--- config.mk ---
export PLATFORM = sky130hd
export DESIGN_NAME = lfsr_selftest_matcher
export DESIGN_NICKNAME = d
export VERILOG_FILES = /design/src/rtl/lfsr_match_pkg.sv /design/src/rtl/lfsr_match_buffer.sv /design/src/rtl/lfsr_match_counter.sv /design/src/rtl/lfsr_match_stepper.sv /design/src/rtl/lfsr_selftest_matcher.sv
export SDC_FILE = /design/constraint.sdc
export NUM_CORES = 1
export LEC_CHECK = 0
export ABC_AREA = 1
export BUFFER_PORTS_ARGS = -buffer_cell sky130_fd_sc_hd__buf_4
export CAP_MARGIN = 30
export CORE_UTILIZATION = 58
export CTS_BUF_LIST = sky130_fd_sc_hd__clkbuf_4
export CTS_CLUSTER_DIAMETER = 30
export DETAILED_ROUTE_END_ITERATION = 6
export PLACE_DENSITY = 0.75
export SYNTH_ARGS = -nofsm -noshare
export SYNTH_HDL_FRONTEND = slang
export SYNTH_SLANG_ARGS = --single-unit
--- constraint.sdc ---
create_clock -name clk_i -period 5 [get_ports clk_i]
set_clock_uncertainty 0.2 [all_clocks]
set_input_delay 1 -clock clk_i [delete_from_list [all_inputs] [get_ports clk_i]]
set_output_delay 1 -clock clk_i [all_outputs]
set_load 0.1 [all_outputs]
--- src/rtl/lfsr_match_pkg.sv ---
package lfsr_match_pkg;
  localparam int unsigned WORD_W     = 64;
  localparam int unsigned BUF_DEPTH  = 8;
  localparam logic [63:0] SEED_DEF   = 64'hB8820C7BD387E32C;
  localparam logic [63:0] POLY_DEF   = 64'h231DCEE91262B8A3;
  localparam int unsigned GOAL_DEF   = 6;
  localparam int unsigned LIMIT_DEF  = 40000;
endpackage

--- src/rtl/lfsr_match_buffer.sv ---
module lfsr_match_buffer #(
  parameter int unsigned WORD_W = 64,
  parameter int unsigned DEPTH  = 8,
  localparam int unsigned ADDR_W = $clog2(DEPTH)
) (
  input  logic                          clk_i,
  input  logic                          rst_ni,
  input  logic                          we_i,
  input  logic [ADDR_W-1:0]             addr_i,
  input  logic [WORD_W-1:0]             data_i,
  output logic [DEPTH-1:0][WORD_W-1:0]  words_o
);
  logic [DEPTH-1:0][WORD_W-1:0] mem_q;

  for (genvar g = 0; g < DEPTH; g++) begin : g_word
    always_ff @(posedge clk_i or negedge rst_ni) begin
      if (!rst_ni)                                   mem_q[g] <= '0;
      else if (we_i && (addr_i == ADDR_W'(g)))       mem_q[g] <= data_i;
    end
  end

  assign words_o = mem_q;

  a_r8_hold_without_write: assert property (@(posedge clk_i) disable iff (!rst_ni)
    !we_i |=> $stable(mem_q));
endmodule

--- src/rtl/lfsr_match_counter.sv ---
module lfsr_match_counter #(
  parameter int unsigned WORD_W = 64,
  parameter int unsigned DEPTH  = 8,
  localparam int unsigned CNT_W = $clog2(DEPTH)
) (
  input  logic [DEPTH-1:0][WORD_W-1:0] words_i,
  input  logic [WORD_W-1:0]            value_i,
  output logic [CNT_W-1:0]             count_o
);
  logic [DEPTH-1:0] hit;

  assign hit[0] = 1'b0;  // word 0 is excluded from comparison
  for (genvar g = 1; g < DEPTH; g++) begin : g_cmp
    assign hit[g] = (words_i[g] == value_i);
  end

  always_comb begin
    count_o = '0;
    for (int i = 1; i < DEPTH; i++) count_o = count_o + CNT_W'(hit[i]);
  end
endmodule

--- src/rtl/lfsr_match_stepper.sv ---
module lfsr_match_stepper #(
  parameter int unsigned WORD_W = 64,
  parameter logic [WORD_W-1:0] POLY = '1
) (
  input  logic [WORD_W-1:0] cur_i,
  output logic [WORD_W-1:0] nxt_o
);
  assign nxt_o = {cur_i[WORD_W-2:0], 1'b0} ^ (cur_i[WORD_W-1] ? POLY : '0);
endmodule

--- src/rtl/lfsr_selftest_matcher.sv ---
module lfsr_selftest_matcher
  import lfsr_match_pkg::*;
#(
  parameter int unsigned STEP_LIMIT = LIMIT_DEF,
  parameter int unsigned GOAL       = GOAL_DEF,
  localparam int unsigned ADDR_W    = $clog2(BUF_DEPTH),
  localparam int unsigned STEP_W    = $clog2(STEP_LIMIT + 1),
  localparam int unsigned CNT_W     = $clog2(BUF_DEPTH),
  localparam int unsigned TOT_W     = $clog2(GOAL + BUF_DEPTH)
) (
  input  logic              clk_i,
  input  logic              rst_ni,
  input  logic              wr_en_i,
  input  logic [ADDR_W-1:0] wr_addr_i,
  input  logic [WORD_W-1:0] wr_data_i,
  input  logic              start_i,
  output logic              busy_o,
  output logic              pass_o,
  output logic              fail_o,
  output logic [STEP_W-1:0] steps_o
);
  logic                              busy_q, pass_q, fail_q;
  logic [WORD_W-1:0]                 value_q, value_nxt;
  logic [TOT_W-1:0]                  total_q, total_nxt;
  logic [STEP_W-1:0]                 steps_q, steps_nxt;
  logic [CNT_W-1:0]                  hits;
  logic [BUF_DEPTH-1:0][WORD_W-1:0]  words;
  logic                              start_ok, goal_met, limit_hit;

  assign start_ok = start_i && !busy_q;

  lfsr_match_buffer #(.WORD_W(WORD_W), .DEPTH(BUF_DEPTH)) u_buf (
    .clk_i   (clk_i),
    .rst_ni  (rst_ni),
    .we_i    (wr_en_i && !busy_q),
    .addr_i  (wr_addr_i),
    .data_i  (wr_data_i),
    .words_o (words)
  );

  lfsr_match_counter #(.WORD_W(WORD_W), .DEPTH(BUF_DEPTH)) u_cnt (
    .words_i (words),
    .value_i (value_q),
    .count_o (hits)
  );

  lfsr_match_stepper #(.WORD_W(WORD_W), .POLY(POLY_DEF)) u_step (
    .cur_i (value_q),
    .nxt_o (value_nxt)
  );

  assign total_nxt = total_q + TOT_W'(hits);
  assign steps_nxt = steps_q + 1'b1;
  assign goal_met  = total_nxt >= TOT_W'(GOAL);
  assign limit_hit = steps_nxt == STEP_W'(STEP_LIMIT);

  always_ff @(posedge clk_i or negedge rst_ni) begin
    if (!rst_ni) begin
      busy_q  <= 1'b0;
      pass_q  <= 1'b0;
      fail_q  <= 1'b0;
      value_q <= '0;
      total_q <= '0;
      steps_q <= '0;
    end else if (start_ok) begin
      busy_q  <= 1'b1;
      pass_q  <= 1'b0;
      fail_q  <= 1'b0;
      value_q <= SEED_DEF;
      total_q <= '0;
      steps_q <= '0;
    end else if (busy_q) begin
      steps_q <= steps_nxt;
      total_q <= total_nxt;
      if (goal_met) begin
        pass_q <= 1'b1;
        busy_q <= 1'b0;
      end else if (limit_hit) begin
        fail_q <= 1'b1;
        busy_q <= 1'b0;
      end else begin
        value_q <= value_nxt;
      end
    end
  end

  assign busy_o  = busy_q;
  assign pass_o  = pass_q;
  assign fail_o  = fail_q;
  assign steps_o = steps_q;

  a_r7_exclusive: assert property (@(posedge clk_i) disable iff (!rst_ni)
    !(pass_q && fail_q));
  a_r2_start_clears: assert property (@(posedge clk_i) disable iff (!rst_ni)
    (start_i && !busy_q) |=> (busy_q && !pass_q && !fail_q && steps_q == '0));
  a_r5_done_has_verdict: assert property (@(posedge clk_i) disable iff (!rst_ni)
    $fell(busy_q) |-> (pass_q ^ fail_q));
  a_r6_steps_bound: assert property (@(posedge clk_i) disable iff (!rst_ni)
    steps_q <= STEP_W'(STEP_LIMIT));
  a_r7_sticky_idle: assert property (@(posedge clk_i) disable iff (!rst_ni)
    (!busy_q && !start_i) |=> ($stable(pass_q) && $stable(fail_q) && $stable(steps_q)));
  a_r9_no_restart: assert property (@(posedge clk_i) disable iff (!rst_ni)
    (busy_q && start_i) |=> (steps_q != '0));
  a_r10_one_step_per_cycle: assert property (@(posedge clk_i) disable iff (!rst_ni)
    (busy_q && !start_i) |=> (steps_q == $past(steps_q) + 1'b1));
endmodule

==> flow_summary.toml <==
[status]
status = "finished with violations"
violations = "setup timing"

[worst_setup_path]
crit_path_start_kind = "flop"
arrival_ps = 6360
worstRegToRegCells = 27
cp_max_fo = 10
critPathRequiredTime_ps = 5690
regToRegStartpoint = "value_q[6]"
r2r_setup_slack_ps = -670
end_kind = "flop"
crit_type = "reg -> reg"
reg2reg_to = "value_q[15]"

[place]
gp_congestion = 1.05
numPortBuffers = 89
place_area_sq_um = 28600
dp_cells = 3682
hpwl_mm = 55.8
pre_cts_ws_ps = -803

[power]
seq_power_share_pct = 34.9
peakVddDrop_mv = 0.536
power_density_nw_per_um2 = 750
p_clk_share_pct = 17.7
p_int_mw = 13.8
p_switching_mw = 9.99
switching_share_pct = 42.0
p_leak_nw = 15.0
p_total_mw = 23.8
combPwrFrac_pct = 47.4

[routing]
route.detailed.drc = 0
routed_wl_mm = 83.8
vias = 23200
viasPerCell = 5.80
wl_per_cell_um = 21.0
drtPass1Iterations = 7
antenna_left = 0
first_iter_violations = 2563

[cells_and_area]
layout.nets = 3380
drive_above_1_share_pct = 22.1
final_area_sq_um = 31700
fillCellCount = 3263
synthToLayoutAreaGrowth_pct = 22.3
stdcell_count = 3999

[synthesis]
yosysUniqueCellTypes = 31
synth_xor_area_share_pct = 12.6
synth-seq-cells = 535
synth_common_cells = "635 x nand2_1, 535 x dfrtp_1, 360 x o21ai_0"
postSynthAreaPerCell_sq_um = 8.81
ys_top_cells_by_area = "dfrtp_1 52%, nand2_1 9.2%, xnor2_1 8.4%"
yosys_warnings = 0
async_flop_share_pct = 100
synth.area.mux_share_pct = 0
netlist.area_leader.share_pct = 51.7
synth_area_sq_um = 25900
syn_nets = 3024
synth_top_area_cell = "dfrtp_1"
synth.most_common_cell = "nand2_1"
synth_edf_count = 0
synth_compound_area_share_pct = 10.1
synth_top_family_by_area = "simple AND/OR/NAND/NOR gates"
synth_flop_cell = "dfrtp_1"
synth_cells = 2942
yosys.area_share.simple_pct = 19.0
seq_area_frac_synth_pct = 51.7
synth_adder_area_share_pct = 0.647

[worst_hold_path]
hold_depth = 3
min_to = "u_buf.words_o[391]"
worstHoldStart = "wr_data_i[7]"
hold_path_class = "in -> reg"

[floorplanning]
die-area_sq_um = 45500
die_w_um = 213
chipHeight_um = 213
ioPinCount = 90
num_rows = 77
core-area_sq_um = 44100
initial_core_util_pct = 58.7

[cts]
cts_made_buffers = 149
clock-root-buffer = "clkbuf_4"
cts_sinks = 535
htreeDepth = 4
cts_tree = "yes"
cts.path.max_buffers = 3
clk_latency_ps = 980
clkSlewWorstSetupHoldPaths_ps = 60

[global_route]
grt_max_degree = 129
grt_pass1_vias = 22200
grtUsageTotal_pct = 37.2
overflow = 0
grt_pass1_wl_mm = 126
antenna_found_initial = 1

[job]
maxCapViolations = 0

[timing]
drv_slew = 0
finalCriticalPeriod_ps = 5670
hold_viol = 0
min_period_over_period_pct = 113
worst_slack_ps = -673
grt_setup_unrepaired = "yes"
timing.fmax_mhz = 176
setup_violations = 68
setup_total_negative_slack_ps = -41630
tightestPinTransition_ps = 970
relSlewSlack_pct = 35.3
per-layer routing:
layer / vias to the layer above / wire, um / global-route usage, %
li1: 10400 / - / -
met1: 11200 / 32900 / 49.5
met2: 1345 / 37500 / 54.8
met3: 285 / 9310 / 11.4
met4: 2 / 4080 / 20.0
met5: - / 57 / 0
placed cells by master, fill, tap and decap left out, drive strengths merged, types with 81 or more instances in the layout:
master | netlist | layout
buf | 76 | 373
inv | 176 | 176
nand2 | 637 | 637
o21ai | 360 | 360
nor2 | 187 | 187
xnor2 | 248 | 248
nand3 | 145 | 145
xor2 | 126 | 126
dfrtp | 535 | 535
nand4 | 81 | 81
clkbuf | 117 | 229
a21oi | 106 | 106
worst max-delay path by stage:
stage,from,end,slack (ps)
finish,value_q[6],value_q[15],-670
CTS,value_q[14],value_q[56],-480
global route,value_q[4],value_q[0],-780
detailed placement,value_q[14],value_q[2],-800
global placement,value_q[14],value_q[8],-800
floorplan,value_q[13],value_q[59],30
state kept, by name (all words and copies together) (netlist names):
register       flops
busy_o             1
value_q           64
u_buf.words_o    448
total_q            4
fail_o             1
pass_o             1
steps_o           16
power groups by stage:
stage | registers [mW] | clock network, mW | logic, mW
floorplan | 7.83 | 0 | 6.45
global placement | 8.14 | 0 | 9.85
detailed placement | 8.24 | 0 | 10.1
CTS | 8.20 | 4.25 | 10.6
global route | 8.48 | 4.50 | 12.1
finish | 8.28 | 4.21 | 11.3
timing repair:
action                                  in CTS  in global routing
hold endpoints to repair                   125                  0
cloned                                       4                  5
pin swaps                                   20                 20
setup buffers                               16                 13
endpoints found under the setup margin      69                 68
hold buffers                                20                  0
gates resized for setup                     47                 67
layout make-up:
class,instances,area (sq um),area share (%)
antenna,1,2.50,0.00789
inverter,176,699,2.21
clock inverter,35,277,0.872
sequential,535,13400,42.2
clock buffer,224,1680,5.30
tap,592,741,2.34
multi-input combinational,2038,11400,36.0
timing repair buffer,398,3490,11.0
critical path, stage by stage, from the launching register on:
cell     delay, ps
dfrtp_1        390
buf_4          200
xnor2_1        220
nand3_1        150
nor4_4         290
buf_4          170
nand4_1         90
nor2_1         140
ha_1           260
inv_2           70
fa_1           440
fa_1           500
inv_1           50
ha_2           170
fa_2           350
xor2_2         230
ha_4           280
a21oi_2        130
nand2_1        100
xor2_2         180
o21ai_2        100
nor2_2         190
nand2_4        130
buf_8          200
nand2_4         80
buf_12         160
nand2_1         80
nand2_1         70
per-stage QoR:
stage	hold slack, ps	utilization [%]
2_1_floorplan	253	-
3_3_place_gp	267	64.7
3_5_place_dp	274	64.8
4_1_cts	0.0286	70.7
5_1_grt	67.2	71.8
6_report	90.6	71.8
cells by family (layout without fill, tap and decap cells):
family	Yosys count	count (layout)
AND/OR/NAND/NOR	1148	1148
flip-flops	535	535
AO/OA/AOI/OAI	505	505
XOR/XNOR	374	374
buffers and inverters	369	833
adder cells (fa/ha/maj)	11	11
other	0	1
Note: power is estimated with default switching activity, not from simulation.
